$ cat config.mk
export PLATFORM = sky130hd
export DESIGN_NAME = serial_rx_dbuf
export DESIGN_NICKNAME = d
export VERILOG_FILES = /design/src/rtl/serial_rx_pkg.sv /design/src/rtl/serial_rx_sync.sv /design/src/rtl/serial_rx_framer.sv /design/src/rtl/serial_rx_holdbuf.sv /design/src/rtl/serial_rx_dbuf.sv
export SDC_FILE = /design/constraint.sdc
export NUM_CORES = 1
export LEC_CHECK = 0
export CORE_ASPECT_RATIO = 1.75
export CORE_UTILIZATION = 25
export CTS_CLUSTER_SIZE = 20
export DETAILED_ROUTE_END_ITERATION = 6
export PLACE_DENSITY = 0.53
export SYNTH_ARGS = -nofsm -noshare
export SYNTH_HDL_FRONTEND = slang
export SYNTH_HIERARCHICAL = 1
export SYNTH_SLANG_ARGS = --single-unit
export TNS_END_PERCENT = 10
$ cat constraint.sdc
create_clock -name clk -period 2.75 [get_ports clk]
set_input_delay 0.825 -clock clk [delete_from_list [all_inputs] [get_ports clk]]
set_output_delay 0.825 -clock clk [all_outputs]
set_load 0.01 [all_outputs]
$ cat src/rtl/serial_rx_pkg.sv
package serial_rx_pkg;

  localparam int DATA_W = 8;
  localparam int IDX_W  = $clog2(DATA_W);
  localparam int LEN_W  = 2;
  localparam int MIN_BITS = 5;

  typedef enum logic [2:0] {
    RX_IDLE,
    RX_START,
    RX_DATA,
    RX_PAR,
    RX_STOP
  } rx_state_t;

  // index of the last data bit for a length code
  function automatic logic [IDX_W-1:0] last_bit_idx(input logic [LEN_W-1:0] len);
    return IDX_W'(MIN_BITS - 1) + IDX_W'(len);
  endfunction

  // mask of the valid data bits for a length code
  function automatic logic [DATA_W-1:0] len_mask(input logic [LEN_W-1:0] len);
    logic [DATA_W-1:0] m;
    for (int i = 0; i < DATA_W; i++) begin
      m[i] = (i <= int'(last_bit_idx(len)));
    end
    return m;
  endfunction

  // parity bit a sender would attach to the data
  function automatic logic expected_parity(input logic [DATA_W-1:0] d,
                                           input logic odd);
    return (^d) ^ odd;
  endfunction

endpackage

$ cat src/rtl/serial_rx_sync.sv
module serial_rx_sync #(
  parameter int STAGES = 2
) (
  input  logic clk,
  input  logic rst_n,
  input  logic din,
  output logic dout
);
  logic [STAGES-1:0] chain;

  always_ff @(posedge clk or negedge rst_n) begin
    if (!rst_n) chain <= '1;
    else        chain <= {chain[STAGES-2:0], din};
  end

  assign dout = chain[STAGES-1];
endmodule

$ cat src/rtl/serial_rx_framer.sv
module serial_rx_framer
  import serial_rx_pkg::*;
#(
  parameter int OVS = 16
) (
  input  logic                 clk,
  input  logic                 rst_n,
  input  logic                 tick,
  input  logic                 line_s,
  input  logic [LEN_W-1:0]     cfg_len,
  input  logic                 cfg_par_en,
  input  logic                 cfg_par_odd,
  output logic                 done,
  output logic [DATA_W-1:0]    done_data,
  output logic                 done_par_bad,
  output logic                 done_stop_bad
);
  localparam int PH_W = $clog2(OVS);
  localparam logic [PH_W-1:0] MID_PH  = PH_W'(OVS/2 - 1);
  localparam logic [PH_W-1:0] LAST_PH = PH_W'(OVS - 1);

  rx_state_t           state;
  logic [PH_W-1:0]     phase;
  logic [IDX_W-1:0]    bit_idx;
  logic [DATA_W-1:0]   shreg;
  logic                par_bit;
  logic                armed;
  logic                at_centre;

  assign at_centre = tick && (phase == LAST_PH);

  always_ff @(posedge clk or negedge rst_n) begin
    if (!rst_n) begin
      state         <= RX_IDLE;
      phase         <= '0;
      bit_idx       <= '0;
      shreg         <= '0;
      par_bit       <= 1'b0;
      armed         <= 1'b0;
      done          <= 1'b0;
      done_data     <= '0;
      done_par_bad  <= 1'b0;
      done_stop_bad <= 1'b0;
    end else begin
      done <= 1'b0;
      if (tick) begin
        unique case (state)
          RX_IDLE: begin
            if (!line_s && armed) begin
              state <= RX_START;
              phase <= '0;
              armed <= 1'b0;
            end else if (line_s) begin
              armed <= 1'b1;
            end
          end
          RX_START: begin
            if (phase == MID_PH) begin
              if (!line_s) begin
                state   <= RX_DATA;
                phase   <= '0;
                bit_idx <= '0;
                shreg   <= '0;
              end else begin
                state <= RX_IDLE;
                armed <= 1'b1;
              end
            end else begin
              phase <= phase + 1'b1;
            end
          end
          RX_DATA: begin
            phase <= phase + 1'b1;
            if (at_centre) begin
              shreg[bit_idx] <= line_s;
              if (bit_idx == last_bit_idx(cfg_len)) begin
                state <= cfg_par_en ? RX_PAR : RX_STOP;
              end else begin
                bit_idx <= bit_idx + 1'b1;
              end
            end
          end
          RX_PAR: begin
            phase <= phase + 1'b1;
            if (at_centre) begin
              par_bit <= line_s;
              state   <= RX_STOP;
            end
          end
          RX_STOP: begin
            phase <= phase + 1'b1;
            if (at_centre) begin
              done          <= 1'b1;
              done_data     <= shreg & len_mask(cfg_len);
              done_par_bad  <= cfg_par_en &&
                               (expected_parity(shreg, cfg_par_odd) != par_bit);
              done_stop_bad <= !line_s;
              state         <= RX_IDLE;
              armed         <= line_s;
            end
          end
          default: state <= RX_IDLE;
        endcase
      end
    end
  end
endmodule

$ cat src/rtl/serial_rx_holdbuf.sv
module serial_rx_holdbuf
  import serial_rx_pkg::*;
(
  input  logic              clk,
  input  logic              rst_n,
  input  logic              load,
  input  logic [DATA_W-1:0] load_data,
  input  logic              load_par_bad,
  input  logic              load_stop_bad,
  input  logic              rd,
  input  logic              clr,
  output logic [DATA_W-1:0] buf_data,
  output logic              ready,
  output logic              pe,
  output logic              fe,
  output logic              oe
);
  logic overrun_evt;

  // a load that finds unread data counts as overrun unless it is read now
  assign overrun_evt = load && ready && !rd;

  always_ff @(posedge clk or negedge rst_n) begin
    if (!rst_n) begin
      buf_data <= '0;
      ready    <= 1'b0;
    end else if (load) begin
      buf_data <= load_data;
      ready    <= 1'b1;
    end else if (rd) begin
      ready    <= 1'b0;
    end
  end

  always_ff @(posedge clk or negedge rst_n) begin
    if (!rst_n) begin
      pe <= 1'b0;
      fe <= 1'b0;
      oe <= 1'b0;
    end else begin
      pe <= (pe && !clr) || (load && load_par_bad);
      fe <= (fe && !clr) || (load && load_stop_bad);
      oe <= (oe && !clr) || overrun_evt;
    end
  end
endmodule

$ cat src/rtl/serial_rx_dbuf.sv
module serial_rx_dbuf
  import serial_rx_pkg::*;
#(
  parameter int OVS         = 16,
  parameter int SYNC_STAGES = 2
) (
  input  logic              clk,
  input  logic              rst_n,
  input  logic              tick16,
  input  logic              rx_line,
  input  logic [1:0]        cfg_len,
  input  logic              cfg_par_en,
  input  logic              cfg_par_odd,
  input  logic              rd_strobe,
  input  logic              err_clr,
  output logic [7:0]        rx_data,
  output logic              data_ready,
  output logic              par_err,
  output logic              frm_err,
  output logic              ovr_err
);
  // internal events, named for the checker
  logic              line_s;
  logic              rx_done;
  logic [DATA_W-1:0] rx_done_data;
  logic              rx_done_par_bad;
  logic              rx_done_stop_bad;

  serial_rx_sync #(.STAGES(SYNC_STAGES)) u_sync (
    .clk   (clk),
    .rst_n (rst_n),
    .din   (rx_line),
    .dout  (line_s)
  );

  serial_rx_framer #(.OVS(OVS)) u_framer (
    .clk           (clk),
    .rst_n         (rst_n),
    .tick          (tick16),
    .line_s        (line_s),
    .cfg_len       (cfg_len),
    .cfg_par_en    (cfg_par_en),
    .cfg_par_odd   (cfg_par_odd),
    .done          (rx_done),
    .done_data     (rx_done_data),
    .done_par_bad  (rx_done_par_bad),
    .done_stop_bad (rx_done_stop_bad)
  );

  serial_rx_holdbuf u_buf (
    .clk           (clk),
    .rst_n         (rst_n),
    .load          (rx_done),
    .load_data     (rx_done_data),
    .load_par_bad  (rx_done_par_bad),
    .load_stop_bad (rx_done_stop_bad),
    .rd            (rd_strobe),
    .clr           (err_clr),
    .buf_data      (rx_data),
    .ready         (data_ready),
    .pe            (par_err),
    .fe            (frm_err),
    .oe            (ovr_err)
  );
endmodule

# Yosys cells after proc, flatten, opt, wreduce, memory -nomap -nowiden

Index checks and enable logic that the tools add are counted.

Flip-flop bits (word level): 45
Logic and storage cells: 113
Latch bits: 0
Output and inout bits: 12
Memories: 0
Bits in read-only memories: 0
Memory bits (writable): 0

Order comparisons: 9
Mux-type cells: 35
Div/mod/pow operators: 0
Shift-type cells: 0
Equality and inequality tests: 17
$add $sub $neg: 3
Reduce and logical (&&, ||, !) cells: 31
Multipliers: 0
Bitwise logic cells: 2

Operators with widths:

| kind                                                          | number |
|---|---|
| 2-to-1 mux 3 bit                                              | 11 |
| 2-to-1 mux 8 bit                                              | 3 |
| case mux 8 bit (2 select lines)                               | 1 |
| case mux 3 bit (5 select lines)                               | 1 |
| less-or-equal comparator 3 bit, first input constant          | 4 |
| 2-to-1 mux 4 bit                                              | 3 |
| != test 2 x 1 -> 1 bit, second input constant                 | 6 |
| case mux 4 bit (3 select lines)                               | 1 |
| logical AND 1 bit                                             | 11 |
| 2-to-1 mux 1 bit                                              | 10 |
| bitwise AND 8 bit                                             | 1 |
| bitwise mux 8 bit                                             | 1 |
| AND reduction 4 bit                                           | 2 |
| XOR reduction 8 bit                                           | 1 |
| AND reduction 7 bit                                           | 1 |
| == test 3 x 2 -> 1 bit, second input constant                 | 2 |
| less-or-equal comparator 2 x 3 -> 1 bit, first input constant | 2 |
| case mux 3 bit (2 select lines)                               | 1 |
| AND reduction 3 bit                                           | 2 |
| AND reduction 6 bit                                           | 1 |
| nonzero test 3 bit                                            | 2 |
| AND reduction 5 bit                                           | 1 |
| adder 4 x 1 -> 4 bit, second input constant                   | 1 |
| == test 4 x 3 -> 1 bit, second input constant                 | 1 |
| other kinds (21)                                              | 27 |

# Logic depth before layout (Yosys ltp)

Gate-level depths: netlist of the first run.

Depth after elaboration: 7
Depth in mapped cells: 7

# By module

The synthesis of the first run kept the hierarchy.

By module, submodules not included:

| module            | times used | area an instance (µm²) | cells each | seq. area each (µm²) |
|---|---|---|---|---|
| serial_rx_framer  | 1          | 1755.4                 | 185        | 775.7 |
| serial_rx_holdbuf | 1          | 470.5                  | 27         | 300.3 |
| serial_rx_sync    | 1          | 52.6                   | 2          | 52.6 |

# Least setup slack after synthesis of the first run

Ideal clock, no wire load.

Kind: input port to flip-flop
Start: input port cfg_len[0]
End: register u_framer.state[0]
Required time: 2.683 ns
Setup time: 0.067 ns
Cell stages on the path: 5
Slack: 0.852 ns
Arrival: 1.832 ns
Path buffers: 0
Cells stage by stage: xnor2_1 -> and3_1 -> nand2_1 -> a2111oi_0 -> mux2_1

Longest elaborated chain between the ends: 4

Ends and longest elaborated chain:

| what                             | line                   | RTL |
|---|---|---|
| from (decl)                      | serial_rx_dbuf.sv:11   | `input logic [1:0] cfg_len,` |
| adder 3 x 2 -> 3 bit             | serial_rx_pkg.sv:18    | `return IDX_W'(MIN_BITS - 1) + IDX_W'(len);` |
| == test 3 bit                    | serial_rx_framer.sv:76 | `if (bit_idx == last_bit_idx(cfg_len)) begin` |
| != test 2 x 1 -> 1 bit (no line) | n/a                    |  |
| AND reduction 7 bit (no line)    | n/a                    |  |
| to (signal assigned)             | serial_rx_framer.sv:77 | `state <= cfg_par_en ? RX_PAR : RX_STOP;` |
| to (decl)                        | serial_rx_framer.sv:22 | `rx_state_t state;` |

No other way between the ends.
A chain may end at the register's enable or synchronous reset.

# Final worst setup path of the first run

Ends and elaborated chain as after synthesis.

==> impl_results.rst, run 1 <==
.. list-table::
   :header-rows: 1

   * - Metric
     - Value
   * - GP Congestion
     - 0.746
   * - Slew @ Worst Pin
     - 0.580 ns
   * - Maximum capacitance violations
     - 0
   * - Area of the mapped netlist
     - 2280 um2
   * - Cell types with the largest area share after synthesis
     - dfrtp_1, o21ai_0, mux2_4, xnor2_1, mux2_2
   * - Max-slew violation count
     - 0
   * - Worst slack at placement
     - approximately 0.11 ns
   * - Power density over the cells
     - 689 nW/um2
   * - Cells resized by post-CTS repair
     - 0
   * - Height of the die
     - 128 um
   * - Worst clock skew
     - 0.00493 ns
   * - Worst-path clk slew
     - 0.06 ns
   * - Count of inserted antenna diode cells
     - 0
   * - Post-synth top area cell
     - dfrtp_1
   * - Fraction of layout cells with a size suffix above 1
     - 0.174
   * - Number of enable flip-flop cells after synthesis
     - 0
   * - Min cycle time layout
     - 2.35 ns
   * - Root Buffer Master
     - clkbuf_16
   * - Number of warning messages in the yosys log
     - 6
   * - Leakage power
     - 1.18 nW
   * - Pin count of the biggest net entering global routing
     - 24
   * - Hold buffer count at cts
     - 0
   * - Number of I/O port buffers
     - 21
   * - Slowest-stage cell, CP
     - clkdlybuf4s50_1
   * - Num CTS Buffers
     - 5
   * - Part of the power in registers
     - 0.443
   * - Final setup violation count
     - 0
   * - Final Cell Area
     - roughly 2800 um2
   * - All-Layer GR Usage
     - 0.115
   * - Utilization of the core after routing
     - 0.316
   * - # nets final
     - 248
   * - Routed wire length
     - 4920 um
   * - Fill cell count
     - 949
   * - Nature of the critical path endpoint
     - flop
   * - Remaining global-route overflow
     - 0
   * - Clk network pwr share
     - 0.347
   * - Global-route wire length before repair
     - 8180 um
   * - Switch share
     - 0.308
   * - Synth Area per Inst
     - 10.6 um2
   * - Starting Density
     - 0.259
   * - Sum of internal, switching and leakage power
     - 1.91 mW
   * - Crit path cell chain
     - clkdlybuf4s50_1, xnor2_1, and3_1, nand2_1, a2111oi_0, mux2_1
   * - Site row count
     - 45
   * - Synth async-reset ratio
     - 1.00
   * - H-tree depth
     - 2
   * - HPWL Detailed
     - 3610 um
   * - Synthesized netlist cell count
     - 214
   * - Synth Flop Type
     - dfrtp_1
   * - Fmax
     - 0.426 GHz
   * - Power Internal
     - between 1 and 1.5 mW
   * - Final period utilization
     - 0.854
   * - I/O Pins
     - 22
   * - Relative slew slack
     - 0.613
   * - Count of cell types in the netlist
     - 50
   * - Setup CP Type
     - in -> reg
   * - Residual antenna-violating net count after detailed routing
     - 0
   * - Post-synth top area share
     - 0.472
   * - Area of the placeable core
     - 8780 um2
   * - RSZ-0062 raised after global routing
     - false
   * - Post-Place Cell Area
     - 2610 um2
   * - Switch Pwr
     - 589 uW
   * - Iteration count of the initial detailed-routing pass
     - 4
   * - First-iteration detailed-routing DRC count
     - between 70 and 80
   * - Post-CTS setup buffers
     - 0
   * - Clk sink count
     - 45
   * - Total number of vias
     - about 1600
   * - Horiz. Die Dim
     - 74.2 um
   * - Class of the worst hold path
     - reg -> reg
   * - Worst path setup slack after routing
     - 0.402 ns
   * - Sequential-to-total area share from yosys stat
     - 0.495
   * - Fraction of power consumed by combinational cells
     - 0.210
   * - Skew-Pair Late Insertion Delay
     - 0.28 ns
   * - Required time worst endpoint
     - just under 3 ns
   * - Vias per inst
     - 4.66
   * - Detail-routed net length per standard cell
     - 13.9 um
   * - CP Data Arrival Time
     - 2.57 ns
   * - Layout area overhead
     - 21.7%
   * - #FFs+latches synth
     - 45
   * - Fin Setup TNS
     - 0 ns
   * - Total die area
     - 9510 um2
   * - CTS tree
     - done
   * - Post-synth net total
     - 226
   * - IR Drop Worst-Case VDD
     - 288 uV
   * - Deepest clock path buffer count
     - 2
   * - Post-route DRC violation count
     - 0
   * - Hold violation total from the final report
     - 0
   * - Crit-path max cell delay
     - 0.45 ns
   * - Max Fanout on Critical Path
     - 3
   * - Critical path startpoint category
     - input port
   * - Outcome
     - finished clean
   * - Number of global-route vias before repair
     - 1651
   * - Number of antenna violations at the first check in global routing
     - 0
-- cell usage in the layout (no fill, tap or decap), drive strengths merged, types with 3 or more instances in the layout --
cell,Yosys,routed
a21oi,5,5
buf,4,6
o31ai,4,4
xnor2,11,11
mux2,15,15
dfrtp,43,43
clkdlybuf4s50,0,20
nor2,13,13
nand2b,4,4
nand3,5,5
inv,8,8
o21ai,28,28
nor3,3,3
a22o,6,6
nand2,20,20
clkbuf,7,5
nor3b,3,3
nand4,3,3
a31oi,5,5
-- metal layers --
metal	GRT usage	vias to the layer above	part of all wire
li1	-	809	-
met1	0.127	802	0.40
met2	0.206	27	0.55
met3	0.0173	6	0.019
met4	0.0554	0	0.022
met5	0	-	0
-- layout make-up --
class / instances / area [um2] / area share
clock buffer: 5 / 125 / 0.0451
clock inverter: 2 / 35.0 / 0.0126
inverter: 8 / 30.0 / 0.0108
multi-input combinational: 150 / 1070 / 0.384
sequential: 45 / 1130 / 0.407
tap: 117 / 146 / 0.0528
timing repair buffer: 26 / 243 / 0.0875
-- worst max-delay path, delay by kind of cell --
kind            cells  cell delay, ns
mux                 1            0.20
simple gates        2            0.34
xor+xnor            1            0.31
compound gates      1            0.43
buf+inv             1            0.45
-- metrics by stage --
stage,hold slack [ns],instances
after floorplan,0.345,214
after global placement,0.346,346
after detailed placement,0.349,346
after CTS,0.358,353
after global routing,0.365,353
final,0.356,353
-- final timing paths --
kind	start	to	slack [ns]	cells after the start
max in group asynchronous	rst_n	u_sync/chain[0]$_DFF_PN1_	1.87	2
min	u_sync/chain[0]$_DFF_PN1_	u_sync/chain[1]$_DFF_PN1_	0.36	0
min in group asynchronous	rst_n	u_framer/done$_DFF_PN0_	0.37	1
max reg2reg	u_framer/state[0]$_DFFE_PN0P_	u_framer/shreg[7]$_DFFE_PN0P_	0.75	5
min reg2reg	u_sync/chain[0]$_DFF_PN1_	u_sync/chain[1]$_DFF_PN1_	0.36	0
max	cfg_len[0]	u_framer/state[0]$_DFFE_PN0P_	0.40	6
-- synth_stat cells (2+ instances only) --
library cell / n
a21oi_1: 5
a22o_1: 4
mux2_4: 7
nand4_1: 2
a32o_1: 2
buf_2: 3
mux2_2: 7
dfrtp_1: 43
nand2_1: 20
a31oi_1: 4
nor3_1: 3
nand2b_1: 4
a22o_2: 2
ha_1: 2
dfstp_2: 2
o21ai_1: 6
o21ai_0: 22
nor2_1: 13
or3b_1: 2
inv_1: 8
nor3b_2: 2
o31ai_1: 4
clkbuf_1: 6
xnor2_1: 11
nand4b_1: 2
nand3_1: 4
-- power groups by stage --
stage	Combinational (mW)	Clock [mW]	Sequential (mW)
CTS	0.409	0.683	0.842
global placement	0.395	0	0.854
finish	0.402	0.663	0.846
global route	0.453	0.716	0.860
floorplan	0.371	0	0.772
detailed placement	0.406	0	0.855
-- cell families after synthesis --
logic type	share of synthesized area
buffers and inverters	0.0368
adders and majority gates	0.0110
AOI/OAI and AO/OA	0.179
xor gates and xnor gates	0.0461
DFF	0.495
and+or+nand+nor	0.146
muxes	0.0857
-- registers in the layout, indices dropped and copies added, names as in the netlist --
register / count
u_framer/shreg: 8
u_buf/pe: 1
u_buf/ready: 1
u_buf/fe: 1
u_framer/done_par_bad: 1
u_sync/chain: 2
u_framer/done_data: 8
u_buf/oe: 1
u_framer/armed: 1
u_buf/buf_data: 8
u_framer/bit_idx: 3
u_framer/par_bit: 1
u_framer/state: 3
u_framer/done: 1
u_framer/phase: 4
u_framer/done_stop_bad: 1
(Power assumes the default switching activity.)
==> run 2, diff against run 1 <==
--- a/config.mk
+++ b/config.mk
@@ -9,9 +9,9 @@
 export CORE_UTILIZATION = 25
 export CTS_CLUSTER_SIZE = 20
 export DETAILED_ROUTE_END_ITERATION = 6
-export PLACE_DENSITY = 0.53
+export DONT_BUFFER_PORTS = 1
+export PLACE_DENSITY = 0.5
 export SYNTH_ARGS = -nofsm -noshare
 export SYNTH_HDL_FRONTEND = slang
-export SYNTH_HIERARCHICAL = 1
 export SYNTH_SLANG_ARGS = --single-unit
 export TNS_END_PERCENT = 10
==> impl_results.rst, run 2 <==
.. list-table::
   :header-rows: 1

   * - Metric
     - Value
   * - Outcome
     - finished clean
   * - Power density over the cells
     - 764 nW/um2 (+11%)
   * - CP Data Arrival Time
     - 2.18 ns (-0.39 ns)
   * - Final period utilization
     - 0.731 (-0.123)
   * - GR Layer Usage met2
     - 0.202 (-0.00428)
   * - Global-route wire length before repair
     - 8080 um (-1.3%)
   * - Routing usage on met3
     - 0.0313 (+0.0140)
   * - Synth async-reset ratio
     - 1.00 (unchanged)
   * - Number of warning messages in the yosys log
     - 0 (-6)
   * - Relative slew slack
     - 0.471 (-0.142)
   * - Hold buffer count at cts
     - 0 (unchanged)
   * - Remaining global-route overflow
     - 0 (unchanged)
   * - Number of antenna violations at the first check in global routing
     - 0 (unchanged)
   * - Starting Density
     - 0.260 (+0.000712)
   * - Height of the die
     - 128 um (+0.13%)
   * - Post-CTS setup buffers
     - 0 (unchanged)
   * - Skew-Pair Late Insertion Delay
     - 0.28 ns (about the same)
   * - Most common library cells after synthesis
     - dfrtp_1, mux2_2, nand2_1, nand3_1
   * - Required time worst endpoint
     - 2.92 ns (-0.05 ns)
   * - Fmax
     - 0.498 GHz (+17%)
   * - Class of the worst hold path
     - in -> async
   * - Min cycle time layout
     - 2.01 ns (-0.339 ns)
   * - Switch share
     - 0.305 (-0.00347)
   * - Deepest clock path buffer count
     - 2 (unchanged)
   * - Layout area overhead
     - 13.0%
   * - Power Internal
     - 1.37 mW (+3.8%)
   * - Commonest cells after routing, fill and taps aside
     - dfrtp_1, mux2_2, nand2_1, nand3_1
   * - Terminus of the critical flop-to-flop path
     - u_framer.bit_idx[0]$_DFFE_PN0P_
   * - Crit. Startpoint
     - u_framer.state[0]$_DFFE_PN0P_
   * - Pin count of the biggest net entering global routing
     - 46 (+92%)
   * - GP Congestion
     - 0.841 (+13%)
   * - IR Drop Worst-Case VDD
     - 322 uV (+12%)
   * - Max-slew violation count
     - 0 (unchanged)
   * - Post-synth top area cell
     - dfrtp_1
   * - Switch Pwr
     - 601 uW (+2.1%)
   * - Register-to-Register Path Depth
     - 4 (-1)
   * - Fill cell count
     - 946 (-0.32%)
   * - Setup CP Type
     - reg -> reg
   * - Worst-path clk slew
     - 0.06 ns (about the same)
   * - Worst clock skew
     - 0.00443 ns (-0.000505 ns)
   * - Part of the power in registers
     - 0.410 (-0.033)
   * - Synth Area per Inst
     - 11.4 um2 (+6.8%)
   * - I/O Pins
     - 22 (unchanged)
   * - Most common cell in the netlist
     - dfrtp_1
   * - Synthesized netlist cell count
     - 201 (-6.1%)
   * - Post-synth top area share
     - 0.471 (-0.00129)
   * - Vias per inst
     - 4.87 (+4.7%)
   * - Routed wire length
     - 4840 um (-1.4%)
   * - All-Layer GR Usage
     - 0.112 (-0.00295)
   * - Number of I/O port buffers
     - 0 (-100%)
   * - Detail-routed net length per standard cell
     - 15.2 um (+9.4%)
   * - Critical path startpoint category
     - flop
   * - Clk network pwr share
     - 0.352 (+0.005)
   * - CTS tree
     - done
   * - Clk sink count
     - 45 (unchanged)
   * - Cell types with the largest area share after synthesis
     - dfrtp_1, mux2_2, xnor2_1, nand3_1, dfstp_2
   * - Setup slack on the worst flop-to-flop path
     - 0.74 ns (about the same)
   * - Maximum capacitance violations
     - 0 (unchanged)
   * - Post-Place Cell Area
     - 2400 um2 (-8.0%)
   * - Total die area
     - 9540 um2 (+0.27%)
   * - Crit path to
     - u_framer.bit_idx[0]$_DFFE_PN0P_
   * - Max Fanout on Critical Path
     - 13 (+10)
   * - Slowest-stage cell, CP
     - or3b_1
   * - Cells resized by post-CTS repair
     - 0 (unchanged)
   * - # nets final
     - 212 (-15%)
   * - Area of the mapped netlist
     - 2280 um2 (+0.27%)
   * - Most common cell after layout, fill and taps aside
     - dfrtp_1
   * - Fin Setup TNS
     - 0 ns (unchanged)
   * - Sequential-to-total area share from yosys stat
     - 0.494 (-0.00136)
   * - Fraction of layout cells with a size suffix above 1
     - 0.179 (+0.00538)
   * - Most congested layer reported by global routing
     - met2
   * - RR Startpoint
     - u_framer.state[0]$_DFFE_PN0P_
   * - Iteration count of the initial detailed-routing pass
     - 4 (unchanged)
   * - Count of inserted antenna diode cells
     - 0 (unchanged)
   * - Fraction of power consumed by combinational cells
     - 0.238 (+0.028)
   * - Residual antenna-violating net count after detailed routing
     - 0 (unchanged)
   * - Final Cell Area
     - 2580 um2 (-6.9%)
   * - Area occupied by registers
     - 1130 um2 (unchanged)
   * - First-iteration detailed-routing DRC count
     - 78 (+1.3%)
   * - Biggest registers after layout
     - u_buf.buf_data: 8 flops, u_framer.done_data: 8 flops, u_framer.shreg: 8 flops
   * - Crit-path max cell delay
     - 0.59 ns (+0.14 ns)
   * - Horiz. Die Dim
     - 74.3 um (+0.13%)
   * - Final setup violation count
     - 0 (unchanged)
   * - #FFs+latches synth
     - 45 (unchanged)
   * - Root Buffer Master
     - clkbuf_16
   * - H-tree depth
     - 2 (unchanged)
   * - Number of global-route vias before repair
     - 1634 (-1.0%)
   * - Number of enable flip-flop cells after synthesis
     - 0 (unchanged)
   * - Hold violation total from the final report
     - 0 (unchanged)
   * - HPWL Detailed
     - 3650 um (+1.0%)
   * - Post-route DRC violation count
     - 0 (unchanged)
   * - Global-route track usage on met1
     - 0.121 (-0.00690)
   * - Nature of the critical path endpoint
     - flop
   * - RSZ-0062 raised after global routing
     - false
   * - Crit path cell chain
     - or3b_1, a311oi_4, o21ai_1, mux2_2
   * - Post-synth net total
     - 213 (-5.8%)
   * - Leakage power
     - 1.10 nW (-6.0%)
   * - Site row count
     - 45 (unchanged)
   * - Num CTS Buffers
     - 5 (unchanged)
   * - Total number of vias
     - 1550 (-5.7%)
   * - Count of cell types in the netlist
     - 51 (+2.0%)
   * - Synth Flop Type
     - dfrtp_1
   * - Area taken by multi-input logic gates
     - 1080 um2 (+1.4%)
   * - Area of the placeable core
     - 8780 um2 (unchanged)
   * - Slew @ Worst Pin
     - 0.783 ns (+0.203 ns)
[run 2: cell count changes in the layout (fill, tap and decap cells not counted), moves of 5 or more]
cell / previous run / this run
clkdlybuf4s50_1: 20 / 0
o21ai_0: 22 / 10
mux2_2: 7 / 17
nand2_1: 20 / 11
mux2_4: 7 / 0
nand3_1: 4 / 11
nor2_1: 13 / 6
o21ai_1: 6 / 1
o2bb2ai_1: 1 / 6
[run 2: worst min-delay path by stage]
stage / endpoint / start / slack, ns
3_3_place_gp: u_sync.chain[1]$_DFF_PN1_ / u_sync.chain[0]$_DFF_PN1_ / 0.35
5_1_grt: u_framer.bit_idx[0]$_DFFE_PN0P_ / rst_n / 0.23
6_report: u_framer.phase[3]$_DFFE_PN0P_ / rst_n / 0.23
4_1_cts: u_framer.phase[3]$_DFFE_PN0P_ / rst_n / 0.23
2_1_floorplan: u_sync.chain[1]$_DFF_PN1_ / u_sync.chain[0]$_DFF_PN1_ / 0.35
3_5_place_dp: u_sync.chain[1]$_DFF_PN1_ / u_sync.chain[0]$_DFF_PN1_ / 0.35
[run 2: layout make-up]
| type | count | share of cell area |
|---|---|---|
| clock buffers | 6 | 0.0538 |
| repair buffers | 3 | 0.00873 |
| well taps | 117 | 0.0567 |
| clock inverters | 2 | 0.0145 |
| inverters | 7 | 0.0102 |
| multi-input cells | 138 | 0.419 |
| flip-flops and latches | 45 | 0.437 |
[run 2: logic make-up (layout without fill, tap and decap cells)]
logic type,Yosys count,after routing,synth area share
simple gates,54,54,0.135
compound gates,52,52,0.187
flops,45,45,0.494
mux,18,18,0.0882
buf+inv,18,18,0.0329
xor+xnor,12,12,0.0520
fa+ha+maj,2,2,0.0110
[run 2: stage by stage]
step                instances  utilization  hold WS, ns  power, mW  setup WS (ns)
global route              318        0.294        0.225       2.08          0.577
global placement          310        0.274        0.346       1.29          0.700
finish                    318        0.294        0.235       1.97          0.741
CTS                       318        0.294        0.228       2.00          0.733
detailed placement        310        0.274        0.347       1.29          0.667
floorplan                 201            -        0.345       1.19          0.850
[run 2: power groups by stage]
stage          Combinational [mW]  Sequential (mW)  Clock [mW]
3_3_place_gp                0.466            0.819           0
3_5_place_dp                0.467            0.820           0
5_1_grt                     0.520            0.824       0.740
2_1_floorplan               0.426            0.762           0
6_report                    0.469            0.810       0.694
4_1_cts                     0.470            0.808       0.721
[run 2: critical path, delay by kind of cell, from the launching register on]
family | cells | cell delay, ns
flip-flops | 1 | 0.53
multiplexers | 1 | 0.27
AO/OA/AOI/OAI | 2 | 0.51
AND/OR/NAND/NOR | 1 | 0.59
[run 2: per-layer routing]
layer / part of all wire / routed length [um]
met5: 0 / 0
met2: 0.53 / 2560
met3: 0.052 / 251
met1: 0.39 / 1900
met4: 0.028 / 135
==> run 3, diff against run 2 <==
--- a/config.mk
+++ b/config.mk
@@ -10,7 +10,7 @@
 export CTS_CLUSTER_SIZE = 20
 export DETAILED_ROUTE_END_ITERATION = 6
 export DONT_BUFFER_PORTS = 1
-export PLACE_DENSITY = 0.5
+export PLACE_DENSITY = 0.52
 export SYNTH_ARGS = -nofsm -noshare
 export SYNTH_HDL_FRONTEND = slang
 export SYNTH_SLANG_ARGS = --single-unit
==> constraint.sdc (replaced) <==
create_clock -name clk -period 1.61 [get_ports clk]
set_input_delay 0.483 -clock clk [delete_from_list [all_inputs] [get_ports clk]]
set_output_delay 0.483 -clock clk [all_outputs]
set_load 0.01 [all_outputs]
==> impl_results.rst, run 3 (synthesized netlist as in run 2, its figures left out) <==
.. list-table::
   :header-rows: 1

   * - Metric
     - Value
   * - Total number of vias
     - 1684 (+8.6%)
   * - Site row count
     - 45 (unchanged)
   * - Deepest clock path buffer count
     - 2 (unchanged)
   * - First-iteration detailed-routing DRC count
     - 77 (-1.3%)
   * - Horiz. Die Dim
     - 74.3 um (unchanged)
   * - All-Layer GR Usage
     - 0.129 (+0.0175)
   * - Remaining global-route overflow
     - 0 (unchanged)
   * - Area taken by multi-input logic gates
     - 1190 um2 (+10%)
   * - Area occupied by registers
     - 1130 um2 (unchanged)
   * - Biggest registers after layout
     - u_buf.buf_data: 8 flops, u_framer.done_data: 8 flops, u_framer.shreg: 8 flops
   * - Most common cell after layout, fill and taps aside
     - dfrtp_1
   * - Setup CP Type
     - reg -> reg
   * - Relative slew slack
     - 0.678 (+0.206)
   * - Final Cell Area
     - 2970 um2 (+15%)
   * - Worst path setup slack after routing
     - -0.0414 ns (-0.782 ns)
   * - Required time worst endpoint
     - 1.78 ns (-1.14 ns)
   * - RSZ-0062 raised after global routing
     - true
   * - CP Data Arrival Time
     - 1.82 ns (-0.36 ns)
   * - Hold violation total from the final report
     - 0 (unchanged)
   * - Violations in the final reports
     - setup timing
   * - Skew-Pair Late Insertion Delay
     - 0.29 ns (about the same)
   * - Number of global-route vias before repair
     - 1802 (+10%)
   * - Num CTS Buffers
     - 5 (unchanged)
   * - I/O Pins
     - 22 (unchanged)
   * - Class of the worst hold path
     - in -> async
   * - Area of the placeable core
     - 8780 um2 (unchanged)
   * - Fraction of layout cells with a size suffix above 1
     - 0.372 (+0.193)
   * - IR Drop Worst-Case VDD
     - 427 uV (+33%)
   * - # nets final
     - 246 (+16%)
   * - Commonest cells after routing, fill and taps aside
     - dfrtp_1, buf_4, mux2_2
   * - Layout Cells excl Fill
     - 351 (+10%)
   * - Starting Density
     - 0.260 (unchanged)
   * - Leakage power
     - 1.32 nW (+20%)
   * - Final setup violation count
     - 8 (+8)
   * - Worst-path clk slew
     - 0.06 ns (about the same)
   * - Fraction of power consumed by combinational cells
     - 0.376 (+0.138)
   * - Fill cell count
     - 936 (-1.1%)
   * - Iteration count of the initial detailed-routing pass
     - 4 (unchanged)
   * - Number of antenna violations at the first check in global routing
     - 0 (unchanged)
   * - Worst clock skew
     - 0.00368 ns (-0.000746 ns)
   * - CTS tree
     - done
   * - H-tree depth
     - 2 (unchanged)
   * - Residual antenna-violating net count after detailed routing
     - 0 (unchanged)
   * - Switch share
     - 0.317 (+0.0121)
   * - Height of the die
     - 128 um (unchanged)
   * - Fin Setup TNS
     - -0.166 ns (-0.166 ns)
   * - Switch Pwr
     - 1.25 mW (+110%)
   * - Detail-routed net length per standard cell
     - 15.6 um (+2.3%)
   * - Number of I/O port buffers
     - 0 (unchanged)
   * - Root Buffer Master
     - clkbuf_16
   * - Slew @ Worst Pin
     - 0.484 ns (-0.299 ns)
   * - Outcome
     - complete, but fails checks
   * - Clk sink count
     - 45 (unchanged)
   * - Part of the power in registers
     - 0.332 (-0.078)
   * - Power Internal
     - 2.69 mW (+96%)
   * - Routed wire length
     - 5470 um (+13%)
   * - Number of placed instances, taps included
     - 340 (+9.7%)
   * - Layout area overhead
     - 30.0%
   * - Clk network pwr share
     - 0.292 (-0.060)
   * - Global-route wire length before repair
     - 9060 um (+12%)
   * - Max-slew violation count
     - 0 (unchanged)
   * - Nature of the critical path endpoint
     - flop
   * - Post-Place Cell Area
     - 2670 um2 (+11%)
   * - HPWL Detailed
     - 4050 um (+11%)
   * - Min cycle time layout
     - 1.65 ns (-0.358 ns)
   * - Critical path startpoint category
     - flop
   * - Total die area
     - 9540 um2 (unchanged)
   * - GP Congestion
     - 0.768 (-8.7%)
   * - Pin count of the biggest net entering global routing
     - 44 (-4.3%)
   * - Post-route DRC violation count
     - 0 (unchanged)
   * - Final period utilization
     - 1.03 (+0.295)
   * - Max Fanout on Critical Path
     - 5 (-8)
   * - Vias per inst
     - 4.80 (-1.6%)
   * - Power density over the cells
     - 1330 nW/um2 (+74%)
   * - Count of inserted antenna diode cells
     - 0 (unchanged)
   * - Worst slack at placement
     - -0.0606 ns (-0.728 ns)
   * - Maximum capacitance violations
     - 0 (unchanged)
   * - Fmax
     - 0.606 GHz (+22%)
run 3: power groups by stage:
stage / combinational (mW) / sequential (mW) / clock, mW
2_1_floorplan: 0.752 / 1.31 / 0
3_3_place_gp: 1.28 / 1.32 / 0
3_5_place_dp: 1.29 / 1.32 / 0
4_1_cts: 1.41 / 1.30 / 1.18
5_1_grt: 1.62 / 1.32 / 1.23
6_report: 1.48 / 1.31 / 1.15
run 3: path summary, 6_finish.rpt:
path	slack (ns)	from	cells past startpoint	to
worst max-delay path	-0.04	u_framer.state[2]$_DFFE_PN0P_	4	u_framer.bit_idx[0]$_DFFE_PN0P_
min in group clk	0.19	rx_line	0	u_sync.chain[0]$_DFF_PN1_
max in group asynchronous	1.37	rst_n	1	u_framer.bit_idx[0]$_DFFE_PN0P_
worst min-delay path	0.02	rst_n	1	u_framer.phase[0]$_DFFE_PN0P_
worst max register to register	-0.04	u_framer.state[2]$_DFFE_PN0P_	4	u_framer.bit_idx[0]$_DFFE_PN0P_
worst min register to register	0.36	u_sync.chain[0]$_DFF_PN1_	0	u_sync.chain[1]$_DFF_PN1_
run 3: what timing repair did:
| item | in CTS | in global routing |
|---|---|---|
| hold buffers | 1 | 0 |
| hold endpoints to repair | 43 | 0 |
| cloned | 0 | 0 |
| buffers inserted | 1 | 2 |
| gates resized for setup | 12 | 10 |
| pin swaps | 5 | 9 |
| setup endpoints to repair | 18 | 26 |
run 3: cell type report:
type / count / area share
multi-input combinational: 138 / 0.402
sequential: 45 / 0.380
timing repair buffer: 37 / 0.106
tap: 117 / 0.0493
clock buffer: 5 / 0.0421
clock inverter: 2 / 0.0118
inverter: 7 / 0.00885
run 3: stage by stage:
stage	hold slack, ns	utilization	power, mW
final	0.0188	0.338	3.94
after global routing	0.0140	0.338	4.17
after CTS	0.0235	0.331	3.90
after detailed placement	0.189	0.304	2.61
after global placement	0.189	0.304	2.59
after floorplan	0.187	-	2.07
run 3: critical path: stages, from the launching register on:
cell and delay [ns]:
dfrtp_1 0.43, or3b_4 0.43, a311oi_4 0.32, o21ai_2 0.09, mux2_4 0.26
run 3: metal layers:
layer,wire (um),track usage,share of wire
met4,144,0.0577,0.026
met5,0,0,0
met2,3100,0.242,0.57
met3,200,0.0352,0.037
met1,2030,0.128,0.37
